**config.mk**
```make
export PLATFORM = sky130hd
export DESIGN_NAME = reset_release_seq
export DESIGN_NICKNAME = d
export VERILOG_FILES = /design/src/rtl/rsq_pkg.sv /design/src/rtl/rsq_sync.sv /design/src/rtl/rsq_timebase.sv /design/src/rtl/rsq_stage.sv /design/src/rtl/reset_release_seq.sv
export SDC_FILE = /design/constraint.sdc
export NUM_CORES = 1
export LEC_CHECK = 0
export BUFFER_PORTS_ARGS = -buffer_cell sky130_fd_sc_hd__buf_2
export CAP_MARGIN = 25
export CORE_MARGIN = 1.5
export CORE_UTILIZATION = 64
export CTS_CLUSTER_SIZE = 14
export DETAILED_ROUTE_END_ITERATION = 7
export PLACE_DENSITY = 0.81
export SYNTH_ARGS = -nofsm -noshare
export SYNTH_HDL_FRONTEND = slang
export SYNTH_HIERARCHICAL = 1
export SYNTH_SLANG_ARGS = --single-unit
```
**constraint.sdc**
```tcl
create_clock -name clk -period 2.6 [get_ports clk]
set_clock_uncertainty 0.2 [all_clocks]
set_input_delay 0.13 -clock clk [delete_from_list [all_inputs] [get_ports clk]]
set_output_delay 0.13 -clock clk [all_outputs]
set_load 0.02 [all_outputs]
```
**src/rtl/rsq_pkg.sv**
```systemverilog
package rsq_pkg;
  function automatic int unsigned rsq_max(input int unsigned a, input int unsigned b);
    return (a > b) ? a : b;
  endfunction
endpackage

```
**src/rtl/rsq_sync.sv**
```systemverilog
module rsq_sync #(
  parameter int          W       = 2,
  parameter logic [W-1:0] RST_VAL = '0
) (
  input  logic         clk,
  input  logic         rst,
  input  logic [W-1:0] d,
  output logic [W-1:0] q
);
  logic [W-1:0] meta;

  always_ff @(posedge clk) begin
    if (rst) begin
      meta <= RST_VAL;
      q    <= RST_VAL;
    end else begin
      meta <= d;
      q    <= meta;
    end
  end
endmodule

```
**src/rtl/rsq_timebase.sv**
```systemverilog
module rsq_timebase #(
  parameter int unsigned PG_DLY  = 16,
  parameter int unsigned CNT_MAX = 255,
  parameter int          CNT_W   = 8
) (
  input  logic             clk,
  input  logic             rst,
  input  logic             pg_s,
  input  logic             hr_rel_s,
  output logic             active,
  output logic [CNT_W-1:0] cnt
);
  localparam int PGW = (PG_DLY < 1) ? 1 : $clog2(PG_DLY + 1);
  localparam logic [PGW-1:0]   PG_END = PGW'(PG_DLY);
  localparam logic [CNT_W-1:0] C_END  = CNT_W'(CNT_MAX);

  logic [PGW-1:0] pg_cnt;
  logic           pg_ready;

  // power-good qualification window, restarted by any dip
  always_ff @(posedge clk) begin
    if (rst)                  pg_cnt <= '0;
    else if (!pg_s)           pg_cnt <= '0;
    else if (pg_cnt != PG_END) pg_cnt <= pg_cnt + 1'b1;
  end

  assign pg_ready = (pg_cnt == PG_END);
  assign active   = pg_s && pg_ready && hr_rel_s;

  // shared release counter, saturating at the last needed value
  always_ff @(posedge clk) begin
    if (rst)                cnt <= '0;
    else if (!active)       cnt <= '0;
    else if (cnt != C_END)  cnt <= cnt + 1'b1;
  end

  assert_count_step_R2: assert property (@(posedge clk) disable iff (rst)
    (active && $past(active) && ($past(cnt) != C_END)) |-> (cnt == $past(cnt) + 1'b1));

  assert_restart_zero_R6: assert property (@(posedge clk) disable iff (rst)
    $rose(active) |-> (cnt == '0));
endmodule

```
**src/rtl/rsq_stage.sv**
```systemverilog
module rsq_stage #(
  parameter int CNT_W   = 8,
  parameter bit RST_VAL = 1'b0
) (
  input  logic             clk,
  input  logic             rst,
  input  logic             en,
  input  logic [CNT_W-1:0] cnt,
  input  logic [CNT_W-1:0] thresh,
  output logic             out
);
  always_ff @(posedge clk) begin
    if (rst)                         out <= RST_VAL;
    else if (en && (cnt >= thresh))  out <= ~RST_VAL;
    else                             out <= RST_VAL;
  end

  assert_stays_released_R7: assert property (@(posedge clk) disable iff (rst)
    (en && $past(en) && ($past(out) != RST_VAL)) |-> (out != RST_VAL));
endmodule

```
**src/rtl/reset_release_seq.sv**
```systemverilog
module reset_release_seq
  import rsq_pkg::*;
#(
  parameter int unsigned PG_DLY     = 300000,
  parameter int unsigned LBUS_CYC   = 4,
  parameter int unsigned LBUS_RATIO = 6,
  parameter int unsigned SEC_DLY    = 4004,
  parameter int unsigned HS_CYC     = 20,
  parameter int unsigned HS_RATIO   = 3,
  parameter int unsigned CPU_DLY    = 200000,
  parameter int unsigned THR_FULL   = 3000,
  parameter int unsigned THR_HALF   = 1500
) (
  input  logic clk,
  input  logic rst,
  input  logic pwr_good,
  input  logic hard_rst_n,
  input  logic half_throttle,
  output logic lbus_rst_n,
  output logic sec_rst_n,
  output logic cpu_rst_n,
  output logic bus_throttle,
  output logic seq_done
);
  localparam int unsigned LBUS_DLY  = LBUS_CYC * LBUS_RATIO;
  localparam int unsigned HS_END    = SEC_DLY + HS_CYC * HS_RATIO;
  localparam int unsigned REL_MAX   = rsq_max(CPU_DLY, rsq_max(HS_END, LBUS_DLY));
  localparam int unsigned DONE_FULL = rsq_max(REL_MAX, THR_FULL);
  localparam int unsigned DONE_HALF = rsq_max(REL_MAX, THR_HALF);
  localparam int unsigned CNT_MAX   = rsq_max(DONE_FULL, DONE_HALF);
  localparam int          CNT_W     = $clog2(CNT_MAX + 1);
  localparam int          N_REL     = 3;
  localparam int unsigned REL_DLY [N_REL] = '{LBUS_DLY, SEC_DLY, CPU_DLY};

  logic [1:0]       sync_q;
  logic             active;
  logic [CNT_W-1:0] cnt;
  logic             mode_q;
  logic [CNT_W-1:0] thr_len;
  logic [CNT_W-1:0] done_th;
  logic [N_REL-1:0] rel_q;

  rsq_sync #(.W(2), .RST_VAL(2'b00)) u_sync (
    .clk (clk),
    .rst (rst),
    .d   ({pwr_good, hard_rst_n}),
    .q   (sync_q)
  );

  rsq_timebase #(.PG_DLY(PG_DLY), .CNT_MAX(CNT_MAX), .CNT_W(CNT_W)) u_tb (
    .clk      (clk),
    .rst      (rst),
    .pg_s     (sync_q[1]),
    .hr_rel_s (sync_q[0]),
    .active   (active),
    .cnt      (cnt)
  );

  // throttle strap follows the pin until counting starts, then is frozen
  always_ff @(posedge clk) begin
    if (rst)          mode_q <= 1'b0;
    else if (!active) mode_q <= half_throttle;
  end

  assign thr_len = mode_q ? CNT_W'(THR_HALF)  : CNT_W'(THR_FULL);
  assign done_th = mode_q ? CNT_W'(DONE_HALF) : CNT_W'(DONE_FULL);

  generate
    for (genvar g = 0; g < N_REL; g++) begin : g_rel
      rsq_stage #(.CNT_W(CNT_W), .RST_VAL(1'b0)) u_rel (
        .clk    (clk),
        .rst    (rst),
        .en     (active),
        .cnt    (cnt),
        .thresh (CNT_W'(REL_DLY[g])),
        .out    (rel_q[g])
      );
    end
  endgenerate

  rsq_stage #(.CNT_W(CNT_W), .RST_VAL(1'b1)) u_thr (
    .clk    (clk),
    .rst    (rst),
    .en     (active),
    .cnt    (cnt),
    .thresh (thr_len),
    .out    (bus_throttle)
  );

  rsq_stage #(.CNT_W(CNT_W), .RST_VAL(1'b0)) u_done (
    .clk    (clk),
    .rst    (rst),
    .en     (active),
    .cnt    (cnt),
    .thresh (done_th),
    .out    (seq_done)
  );

  assign lbus_rst_n = rel_q[0];
  assign sec_rst_n  = rel_q[1];
  assign cpu_rst_n  = rel_q[2];

  assert_drop_all_R6: assert property (@(posedge clk) disable iff (rst)
    !active |=> (!lbus_rst_n && !sec_rst_n && !cpu_rst_n && bus_throttle && !seq_done));

  assert_done_implies_R8: assert property (@(posedge clk) disable iff (rst)
    seq_done |-> (lbus_rst_n && sec_rst_n && cpu_rst_n && !bus_throttle));

  generate
    if (CPU_DLY >= SEC_DLY) begin : g_ord_cpu
      assert_order_cpu_R10: assert property (@(posedge clk) disable iff (rst)
        cpu_rst_n |-> sec_rst_n);
    end
    if (SEC_DLY >= LBUS_DLY) begin : g_ord_sec
      assert_order_sec_R10: assert property (@(posedge clk) disable iff (rst)
        sec_rst_n |-> lbus_rst_n);
    end
  endgenerate
endmodule

```
==> out/results.tsv <==
stage	metric	value	unit
setup_path	WS Path Type	flop to flop	
global_routing	grt total ovfl	0	
setup_path	R2R depth	5	
sta	final worst path period share	91.5	%
synth	Primary FF master, synth	dfxtp_1	
job	max_cap viols	0	
setup_path	required time worst endpoint	2.65	ns
cts	clk buf depth	2	
pwr	total power	0.00145	W
synth	synth cell count leaders	100 x inv_1, 94 x ha_1, 49 x a21oi_1	
sta	Relative slew margins	56.2	%
synth	Post-Syn Area per Cell	7.86	um^2
detailed_routing	drt wl/cell	13.2	um
synth	Synth top area share	26.7	%
sta	minimum clock period	2.38	ns
cells_and_area	share of cells above drive strength 1	5.22	%
synth	Gate Count Post-Synth	560	
global_routing	initial antenna violation count	0	
setup_path	crit end category	flop	
status	outcome	complete, no violations	
detailed_routing	initial drt markers	211	
synth	FF+latch count, synth	47	
setup_path	Crit path arrival time	2.43	ns
die	Starting Density	65.5	%
pwr	LEAKAGE	2.42	nW
detailed_routing	via count	4130	
cts	Post CTS Setup Buffer Count	0	
synth	Post-Synthesis Cell Area	4400	um^2
cts	CTS resizes	0	
synth	Synth area leaders	ha_1 27%, dfxtp_1 21%, inv_1 8.5%	
die	Die Y	85.9	um
die	Core ar.	6720	um^2
die	Total Die Area	7390	um^2
cts	# H-tree levels	2	
sta	setup tns final	0	ns
hold_path	HP Class	flop to flop	
setup_path	Startpoint Class	flop	
cts	clock latency at the later pin of the worst-skew pair	0.30	ns
cells_and_area	antenna diode count	0	
sta	Final setup viols	0	
cts	CTS clk-pin slew, worst paths	0.10	ns
die	# rows	30	
detailed_routing	Detailed Routing Iterations Pass 1	5	
sta	Final Slew Violations	0	
synth	Synth cell types	44	
placement	DPL Wire Length	7.40	mm
detailed_routing	drt via density	5.51	
global_routing	first-pass GRT wire length	16.8	mm
sta	RSZ-0062 raised after global routing	no	
cts	# clock sinks	47	
global_routing	largest net degree at the start of global routing	19	
synth	Post-synth EDFFs	0	
global_routing	Total GRT Usage	27.9	%
sta	final hold violations	0	
placement	I/O Buffers	9	
global_routing	vias in the first global route	3855	
sta	hold_ws	0.268	ns
pwr	pwr dens	286	nW/um^2
die	Die X	85.9	um
setup_path	Crit Path Max Fanout	18	
pwr	maximum VDD drop	211	uV
synth	Synth warnings	6	
cells_and_area	area delta synth->final	15.4	%
placement	Final Wtd Congestion	0.886	
cts	Root Buffer	clkbuf_8	
cts	total CTS buffers	5	
die	I/O Pins	10	
sta	Slew @ Worst Pin	0.658	ns
cells_and_area	fill count	525	
cts	TritonCTS clock tree	done	
detailed_routing	drt total wl	9.88	mm
detailed_routing	DR DRC count	0	
synth	Yosys top cell by area	ha_1	
synth	sequential-to-total area share from yosys stat	21.4	%
hold_path	worst hold stages	1	
cells_and_area	Final nets	768	
synth	async set-reset flop share out of synthesis	0	%
sta	Fmax	420	MHz
detailed_routing	antenna-violating nets left	0	
synth	most common cell in the netlist	inv_1	
==> repair_timing <==
action,in CTS,in global routing
setup endpoints to repair,0,0
hold endpoints to repair,5,0
hold buffers,6,0
==> where the power goes <==
| group | switching [W] | internal (W) | leakage (nW) |
|---|---|---|---|
| Sequential | 0.00000285 | 0.000723 | 0.380 |
| Combinational | 0.0000888 | 0.0000625 | 1.97 |
| Clock | 0.000258 | 0.000317 | 0.0618 |
| Total | 0.000350 | 0.00110 | 2.42 |
==> cell usage in the layout, fill, tap and decap left out, drive strengths merged, types with 6 or more instances in the layout <==
cell	count
ha	94
inv	101
a21o	9
buf	21
or4	6
nor4	11
nand4	28
conb	84
nand2	21
nor2b	11
o31ai	8
xnor2	10
nor2	33
nand3	21
nand2b	10
clkbuf	6
dlygate4sd3	6
a21oi	49
and4	11
or3	8
a211oi	6
xor2	11
o21ai	24
dfxtp	47
nor3	12
==> area by class of cell <==
type / count / area (um^2) / share of cell area [%]
clock buffers: 6 / 82.6 / 1.62
clock inverters: 2 / 38.8 / 0.763
inverters: 100 / 375 / 7.39
multi-input cells: 488 / 3350 / 65.9
flip-flops and latches: 47 / 941 / 18.5
well taps: 80 / 100 / 1.97
repair buffers: 27 / 195 / 3.84
==> through the flow <==
stage	area, um^2	instances	setup slack (ns)	util [%]
after detailed placement	4900	736	0.280	72.9
after CTS	5080	750	0.239	75.6
after floorplan	4710	642	0.451	-
final	5080	750	0.221	75.6
after global routing	5080	750	0.144	75.6
after global placement	4900	736	0.327	72.9
==> sequential cells by signal, indices dropped and copies added (netlist names) <==
signal           flops
u_thr/out            1
u_tb/cnt            18
mode_q               1
u_done/out           1
u_sync/meta          2
u_tb/pg_cnt         19
g_rel.u_rel/out      3
u_sync/q             2
==> layer usage <==
metal | vias to the layer above | global-route usage, % | wire length [um]
li1 | 2122 | - | -
met1 | 1887 | 35.2 | 4670
met2 | 105 | 49.3 | 4650
met3 | 16 | 2.98 | 376
met4 | 0 | 9.24 | 181
met5 | - | 0 | 0
==> critical path: stages (launching register included) <==
cell,delay (ns)
dfxtp_1,0.45
nand3_2,0.13
or4b_1,0.58
or4_1,0.52
buf_4,0.21
o21ba_2,0.24
==> kinds of logic (layout without fill, tap and decap cells) <==
kind of cell | after synthesis | after routing | synth area share [%]
xor+xnor | 21 | 21 | 4.18
compound gates | 101 | 101 | 13.4
flops | 47 | 47 | 21.4
other cells | 2 | 84 | 0.171
mux | 2 | 2 | 0.455
fa+ha+maj | 94 | 94 | 26.7
buf+inv | 107 | 135 | 9.55
simple gates | 186 | 186 | 24.2
==> final timing paths <==
path | slack (ns) | from | to
setup / recovery | 0.22 | u_tb/pg_cnt[8] | u_tb/cnt[1]
hold / removal | 0.27 | u_sync/meta[0] | u_sync/q[0]
setup reg to reg | 0.22 | u_tb/pg_cnt[8] | u_tb/cnt[1]
hold reg to reg | 0.27 | u_sync/meta[0] | u_sync/q[0]
(Power assumes the default switching activity.)
